[src/rtl/early_mult_pkg.sv]
package early_mult_pkg;

  typedef enum logic [1:0] {
    ST_LOAD  = 2'd0,
    ST_ADD   = 2'd1,
    ST_SHIFT = 2'd2
  } em_state_e;

  typedef struct packed {
    logic load;
    logic step;
    logic add;
  } em_ctrl_t;

endpackage

[src/rtl/em_ctrl.sv]
module em_ctrl
  import early_mult_pkg::*;
(
  input  logic      clk,
  input  logic      rst,
  input  logic      nz_next,
  input  logic      odd_next,
  output em_state_e state,
  output em_ctrl_t  ctrl
);

  em_state_e state_nxt;

  // Branch on the status of the value the multiplier takes at this edge.
  always_comb begin
    if (!nz_next)      state_nxt = ST_LOAD;
    else if (odd_next) state_nxt = ST_ADD;
    else               state_nxt = ST_SHIFT;
  end

  always_ff @(posedge clk) begin
    if (rst) state <= ST_LOAD;
    else     state <= state_nxt;
  end

  // Moore outputs: a function of the state register only.
  always_comb begin
    ctrl = '0;
    case (state)
      ST_ADD:   begin ctrl.step = 1'b1; ctrl.add = 1'b1; end
      ST_SHIFT: ctrl.step = 1'b1;
      default:  ctrl.load = 1'b1;
    endcase
  end

endmodule

[src/rtl/em_lookahead.sv]
module em_lookahead #(
  parameter int N = 8
) (
  input  logic         load,
  input  logic         step,
  input  logic [N-1:0] op_b,
  input  logic [N-1:0] mplier,
  output logic         nz_next,
  output logic         odd_next
);

  logic [N-1:0] mplier_nxt;

  always_comb begin
    if (load)      mplier_nxt = op_b;
    else if (step) mplier_nxt = mplier >> 1;
    else           mplier_nxt = mplier;
  end

  assign nz_next  = |mplier_nxt;
  assign odd_next = mplier_nxt[0];

endmodule

[src/rtl/em_datapath.sv]
module em_datapath
  import early_mult_pkg::*;
#(
  parameter int N = 8,
  localparam int PW = 2 * N
) (
  input  logic          clk,
  input  logic          rst,
  input  em_ctrl_t      ctrl,
  input  logic [N-1:0]  op_a,
  input  logic [N-1:0]  op_b,
  output logic [PW-1:0] mcand,
  output logic [N-1:0]  mplier,
  output logic [PW-1:0] acc,
  output logic [PW-1:0] hold
);

  always_ff @(posedge clk) begin
    if (rst) begin
      mcand <= '0;
      mplier <= '0;
    end else if (ctrl.load) begin
      mcand <= {{N{1'b0}}, op_a};
      mplier <= op_b;
    end else if (ctrl.step) begin
      mcand <= mcand << 1;
      mplier <= mplier >> 1;
    end
  end

  always_ff @(posedge clk) begin
    if (rst) begin
      acc <= '0;
      hold <= '0;
    end else if (ctrl.load) begin
      hold <= acc;
      acc <= '0;
    end else if (ctrl.add) begin
      acc <= acc + mcand;
    end
  end

endmodule

[src/rtl/early_mult.sv]
module early_mult
  import early_mult_pkg::*;
#(
  parameter int N = 8,
  localparam int PW = 2 * N
) (
  input  logic          clk,
  input  logic          rst,
  input  logic [N-1:0]  op_a,
  input  logic [N-1:0]  op_b,
  output logic [PW-1:0] product
);

  em_state_e     state;
  em_ctrl_t      ctrl;
  logic          nz_next;
  logic          odd_next;
  logic [PW-1:0] mcand;
  logic [N-1:0]  mplier;
  logic [PW-1:0] acc;

  em_ctrl u_ctrl (
    .clk      (clk),
    .rst      (rst),
    .nz_next  (nz_next),
    .odd_next (odd_next),
    .state    (state),
    .ctrl     (ctrl)
  );

  em_lookahead #(.N(N)) u_look (
    .load     (ctrl.load),
    .step     (ctrl.step),
    .op_b     (op_b),
    .mplier   (mplier),
    .nz_next  (nz_next),
    .odd_next (odd_next)
  );

  em_datapath #(.N(N)) u_dp (
    .clk    (clk),
    .rst    (rst),
    .ctrl   (ctrl),
    .op_a   (op_a),
    .op_b   (op_b),
    .mcand  (mcand),
    .mplier (mplier),
    .acc    (acc),
    .hold   (product)
  );

endmodule

[config.mk]
export PLATFORM = sky130hd
export DESIGN_NAME = early_mult
export DESIGN_NICKNAME = d
export VERILOG_FILES = /design/src/rtl/early_mult_pkg.sv /design/src/rtl/em_ctrl.sv /design/src/rtl/em_lookahead.sv /design/src/rtl/em_datapath.sv /design/src/rtl/early_mult.sv
export SDC_FILE = /design/constraint.sdc
export NUM_CORES = 1
export LEC_CHECK = 0
export ABC_AREA = 1
export BUFFER_PORTS_ARGS = -buffer_cell sky130_fd_sc_hd__buf_2
export CORE_ASPECT_RATIO = 1.1
export CORE_MARGIN = 3
export CORE_UTILIZATION = 40
export CTS_BUF_LIST = sky130_fd_sc_hd__clkbuf_16
export CTS_CLUSTER_SIZE = 16
export DETAILED_ROUTE_END_ITERATION = 10
export GPL_ROUTABILITY_DRIVEN = 0
export PLACE_DENSITY = 0.69
export SYNTH_ARGS = -nofsm -noshare
export SYNTH_HDL_FRONTEND = slang
export SYNTH_SLANG_ARGS = --single-unit
[constraint.sdc]
create_clock -name clk -period 1.5 [get_ports clk]
set_input_delay 0.15 -clock clk [delete_from_list [all_inputs] [get_ports clk]]
set_output_delay 0.15 -clock clk [all_outputs]
set_load 0.1 [all_outputs]
Word level (Yosys, flattened, before mapping). Cells that the tools add are included.

Reductions and logical operators: 4. Multiplexer cells: 7. Add/sub/neg operators: 1. Bitwise logic cells: 2. Equal/unequal tests: 3.

Operators with widths (count): two-way mux 8 bit (4); adder 16 bit (1); OR reduction 8 bit (1); OR reduction 2 bit (3); equality test 2 x 1 -> 1 bit, second input constant (1); equality test 2 bit, second input constant (1); two-way mux 1 bit (2); two-way mux 2 bit (1); inequality test 2 x 1 -> 1 bit, second input constant (1); NOT 1 bit (2).

Output and inout port bits: 16. Flip-flop bits (word level): 58. Input bits: 18.

Logic depth before layout (Yosys ltp).
Depth in word-level cells: 8. Mapped depth: 12. Gate-level depth less buffers: 12.

Hierarchy. Synthesis repeated with hierarchy kept, for this count alone.

Cells, all modules: 504. Area, all modules: 3234.4 sq um.

Modules (own cells, without submodules): em_datapath (instances 1, area an instance 3046.7 sq um, seq. area each 1121.1 sq um, cells an instance 466); em_lookahead (instances 1, area an instance 108.9 sq um, seq. area each 0.0 sq um, cells an instance 28); em_ctrl (instances 1, area an instance 78.8 sq um, seq. area each 40.0 sq um, cells an instance 10).

Least setup slack after synthesis. OpenSTA, ideal clock, no wires.

Path type: register to register. Start point: register u_dp.mcand[0]. End point: register u_dp.acc[12]. Buffers on the path: 0. Arrival time: 1.510 ns. Cell stages (with the launch flop): 12. Clock period less this slack: 1.619 ns. Required time: 1.391 ns. Slack: -0.119 ns. Cell sequence: dfxtp_1 ha_1 fa_1 nand2_1 nand2_1 and2_1 nand3_1 nand3_1 nand2_1 nand3_1 nand2_1 inv_1.

Cells in the longest elaborated chain, start to end: 1.

RTL lines: start: declaration (RTL line em_datapath.sv:12) `output logic [PW-1:0] mcand,`; start signal: assignment (RTL line em_datapath.sv:23) `mcand <= {{N{1'b0}}, op_a};`; start signal: assignment (RTL line em_datapath.sv:26) `mcand <= mcand << 1;`; adder 16 bit (RTL line em_datapath.sv:39) `acc <= acc + mcand;`; end signal: assignment (RTL line em_datapath.sv:39); end: declaration (RTL line em_datapath.sv:14) `output logic [PW-1:0] acc,`.

Every way passes these cells. A chain may end at the register's enable or synchronous reset.

Final worst setup path.
Start point: register u_dp.acc[0]. End point: register u_dp.acc[14].

Cells in the longest elaborated chain, start to end: 1.

RTL lines (RTL line): adder 16 bit (em_datapath.sv:39).

Every way passes these cells.

==> out/qor.yml <==
logic_synthesis:
  async_flop_share_pct: 0
  synthesis.nets: 472
  synth_enable_flop_cells: 0
  synth_cells: 436
  ys.flop_type: "dfxtp_1"
  syn_area_mm2: 0.00293
  yosysSeqAreaShare_pct: 38.9
  yosysUniqueCellTypes: 29
  yosys_register_bits: 57
  yosysWarnings: 0
  syn-mean-instance-area_um2: 6.72
layout:
  final_cell_mix: "93 x nor2_1, 70 x nand2_1, 66 x inv_1"
  n_fill_cell: 634
  final_nets: 548
  mostFrequentLayoutCell: "nor2_1"
  regArea_mm2: 0.00116
  multi_input_area_mm2: 0.00185
  fin_cells: 599
  final_cell_area_mm2: 0.00416
  utilization_pct: 59.0
  num_antenna_cells: 0
  drive_above_1_share_pct: 33.1
  synthToLayoutAreaGrowth_pct: 41.9
global_route:
  grt_overflow: 0
  grt_pass1_wl_um: 11800
  track_usage_pct: 18.1
  grt_pass1_vias: 2804
  grt_max_degree: 21
  antenna_found_initial: 0
sta:
  max_freq_mhz: 602
  setup_viol: 9
  finalWorstSetupSlack_ns: -0.162
  fin_skew_ns: 0.00490
  post-route-min-period_ns: 1.66
  hold_viol: 0
  tightestPinTransition_ns: 0.492
  drv_slew: 0
  min_period_over_period_pct: 111
  relSlewSlack_pct: 67.4
  whs_ns: 0.0542
  rsz0062_at_grt: "true"
placement:
  dp.final_hpwl_um: 5150
  dp_slack_ns: -0.129
  io_buffer_count: 33
  placed_cells: 581
  placed_area_mm2: 0.00348
clocking:
  clock_path_buffers: 2
  cts_root_buf: "clkbuf_16"
  cts_tree: "yes"
  hold_buffers: 0
  htreeDepth: 3
  numClockSinks: 57
  clk_latency_ns: 0.32
  clk_pin_slew_ns: 0.05
  cts_made_buffers: 9
floorplanning:
  die_y_um: 95.8
  design.die.area_mm2: 0.00839
  rows: 32
  die_x_um: 87.6
  io_pins: 34
  core_area_mm2: 0.00705
  initial_utilization_pct: 41.6
routing:
  via_per_inst: 4.88
  wirelength_um: 7480
  drt-initial-drc-count: 91
  ant_nets: 0
  firstDrtPassIters: 4
  wl_per_cell_um: 12.5
  drc_errors: 0
  via_count: 2921
outcome:
  violations: "setup timing"
  status: "finished, violations left"
critical_path:
  crit_required_ns: 1.72
  path_class: "reg2reg"
  critPathMaxFanout: 3
  cp-end-kind: "flop"
  startpoint_type: "flop"
  cp.arrival_ns: 1.88
power_and_ir_drop:
  vdd_drop_max_v: 0.00152
  leakagePower_uw: 0.00208
  powerDensity_mw_per_mm2: 2240
job:
  maxCapViolCount: 0
min_path:
  min-delay-path-class: "in2reg"
[final cells by class]
class                   instances  area share (%)
flip-flops and latches         57            27.8
inverters                      72            6.50
multi-input cells             293            44.4
repair buffers                 79            12.9
clock inverters                 4           0.391
well taps                      85            2.56
clock buffers                   9            5.41
[logic make-up (layout without fill, tap and decap cells)]
group,count (synthesis),after routing,synth area share [%]
compound gates,44,44,8.07
flops,57,57,38.9
buf+inv,86,164,11.7
simple gates,223,223,30.9
xor+xnor,4,4,1.20
fa+ha+maj,18,18,7.94
mux,4,4,1.37
[worst paths after layout]
kind | start | end | slack (ns) | cells after the start
worst max-delay path | u_dp.acc[0] | u_dp.acc[14] | -0.16 | 12
worst min-delay path | op_a[4] | u_dp.mcand[4] | 0.05 | 3
worst max register to register | u_dp.acc[0] | u_dp.acc[14] | -0.16 | 12
worst min register to register | u_dp.mcand[14] | u_dp.mcand[15] | 0.43 | 2
[registers in the layout, indices dropped and copies added, names as in the netlist]
register      flops
u_dp.hold        16
u_ctrl.state      2
u_dp.mcand       16
u_dp.mplier       7
u_dp.acc         16
[power by group]
group	total [uW]	leakage, uW	internal [uW]	switching (uW)
registers	2310	0.000472	2000	304
clock network	1690	0.000127	1060	627
logic	5340	0.00148	1890	3450
[per-layer routing]
layer  track usage, %  up-vias  wire [um]
li1                 -     1492          -
met1             19.0     1350       2950
met2             33.5       61       4050
met3             5.14       18        279
met4             7.67        0        199
met5                0        -          0
[cell usage after synthesis, types with 2 or more instances]
cell	number	area, um2
a21oi_1	10	50.1
buf_1	2	7.51
buf_2	3	15.0
buf_6	2	22.5
clkbuf_1	7	26.3
dfxtp_1	57	1140
ha_1	17	213
inv_1	65	244
inv_2	7	26.3
mux2i_1	4	40.0
nand2_1	92	345
nand3_1	23	115
nand3b_1	2	15.0
nand4_1	2	12.5
nor2_1	94	353
nor3_1	4	20.0
o211ai_1	3	22.5
o21ai_0	25	125
o21ai_1	3	15.0
or2_1	3	18.8
xnor2_1	2	17.5
xor2_1	2	17.5
[critical path, stage by stage, from the launching register on]
cell and delay (ns):
dfxtp_2 0.33, ha_4 0.16, fa_2 0.36, nand2_1 0.07, nand2_1 0.07, nand3b_1 0.13
nand2_2 0.10, nand2_2 0.08, nand2_1 0.05, nand2_1 0.06, nand3_1 0.06, nand2_1 0.07
inv_1 0.04
[metrics by stage]
step / power [uW] / setup TNS [ns]
finish: 9340 / -0.911
global route: 9970 / -1.90
CTS: 9030 / -0.441
detailed placement: 6980 / -1.09
global placement: 6910 / -0.586
floorplan: 5700 / -0.125
[repair_timing]
| action | in CTS | in global routing |
|---|---|---|
| buffers inserted | 2 | 3 |
| pin swaps | 9 | 26 |
| setup endpoints to repair | 13 | 15 |
| resized for setup | 27 | 60 |
No activity file was read; power rests on OpenSTA's default activity.
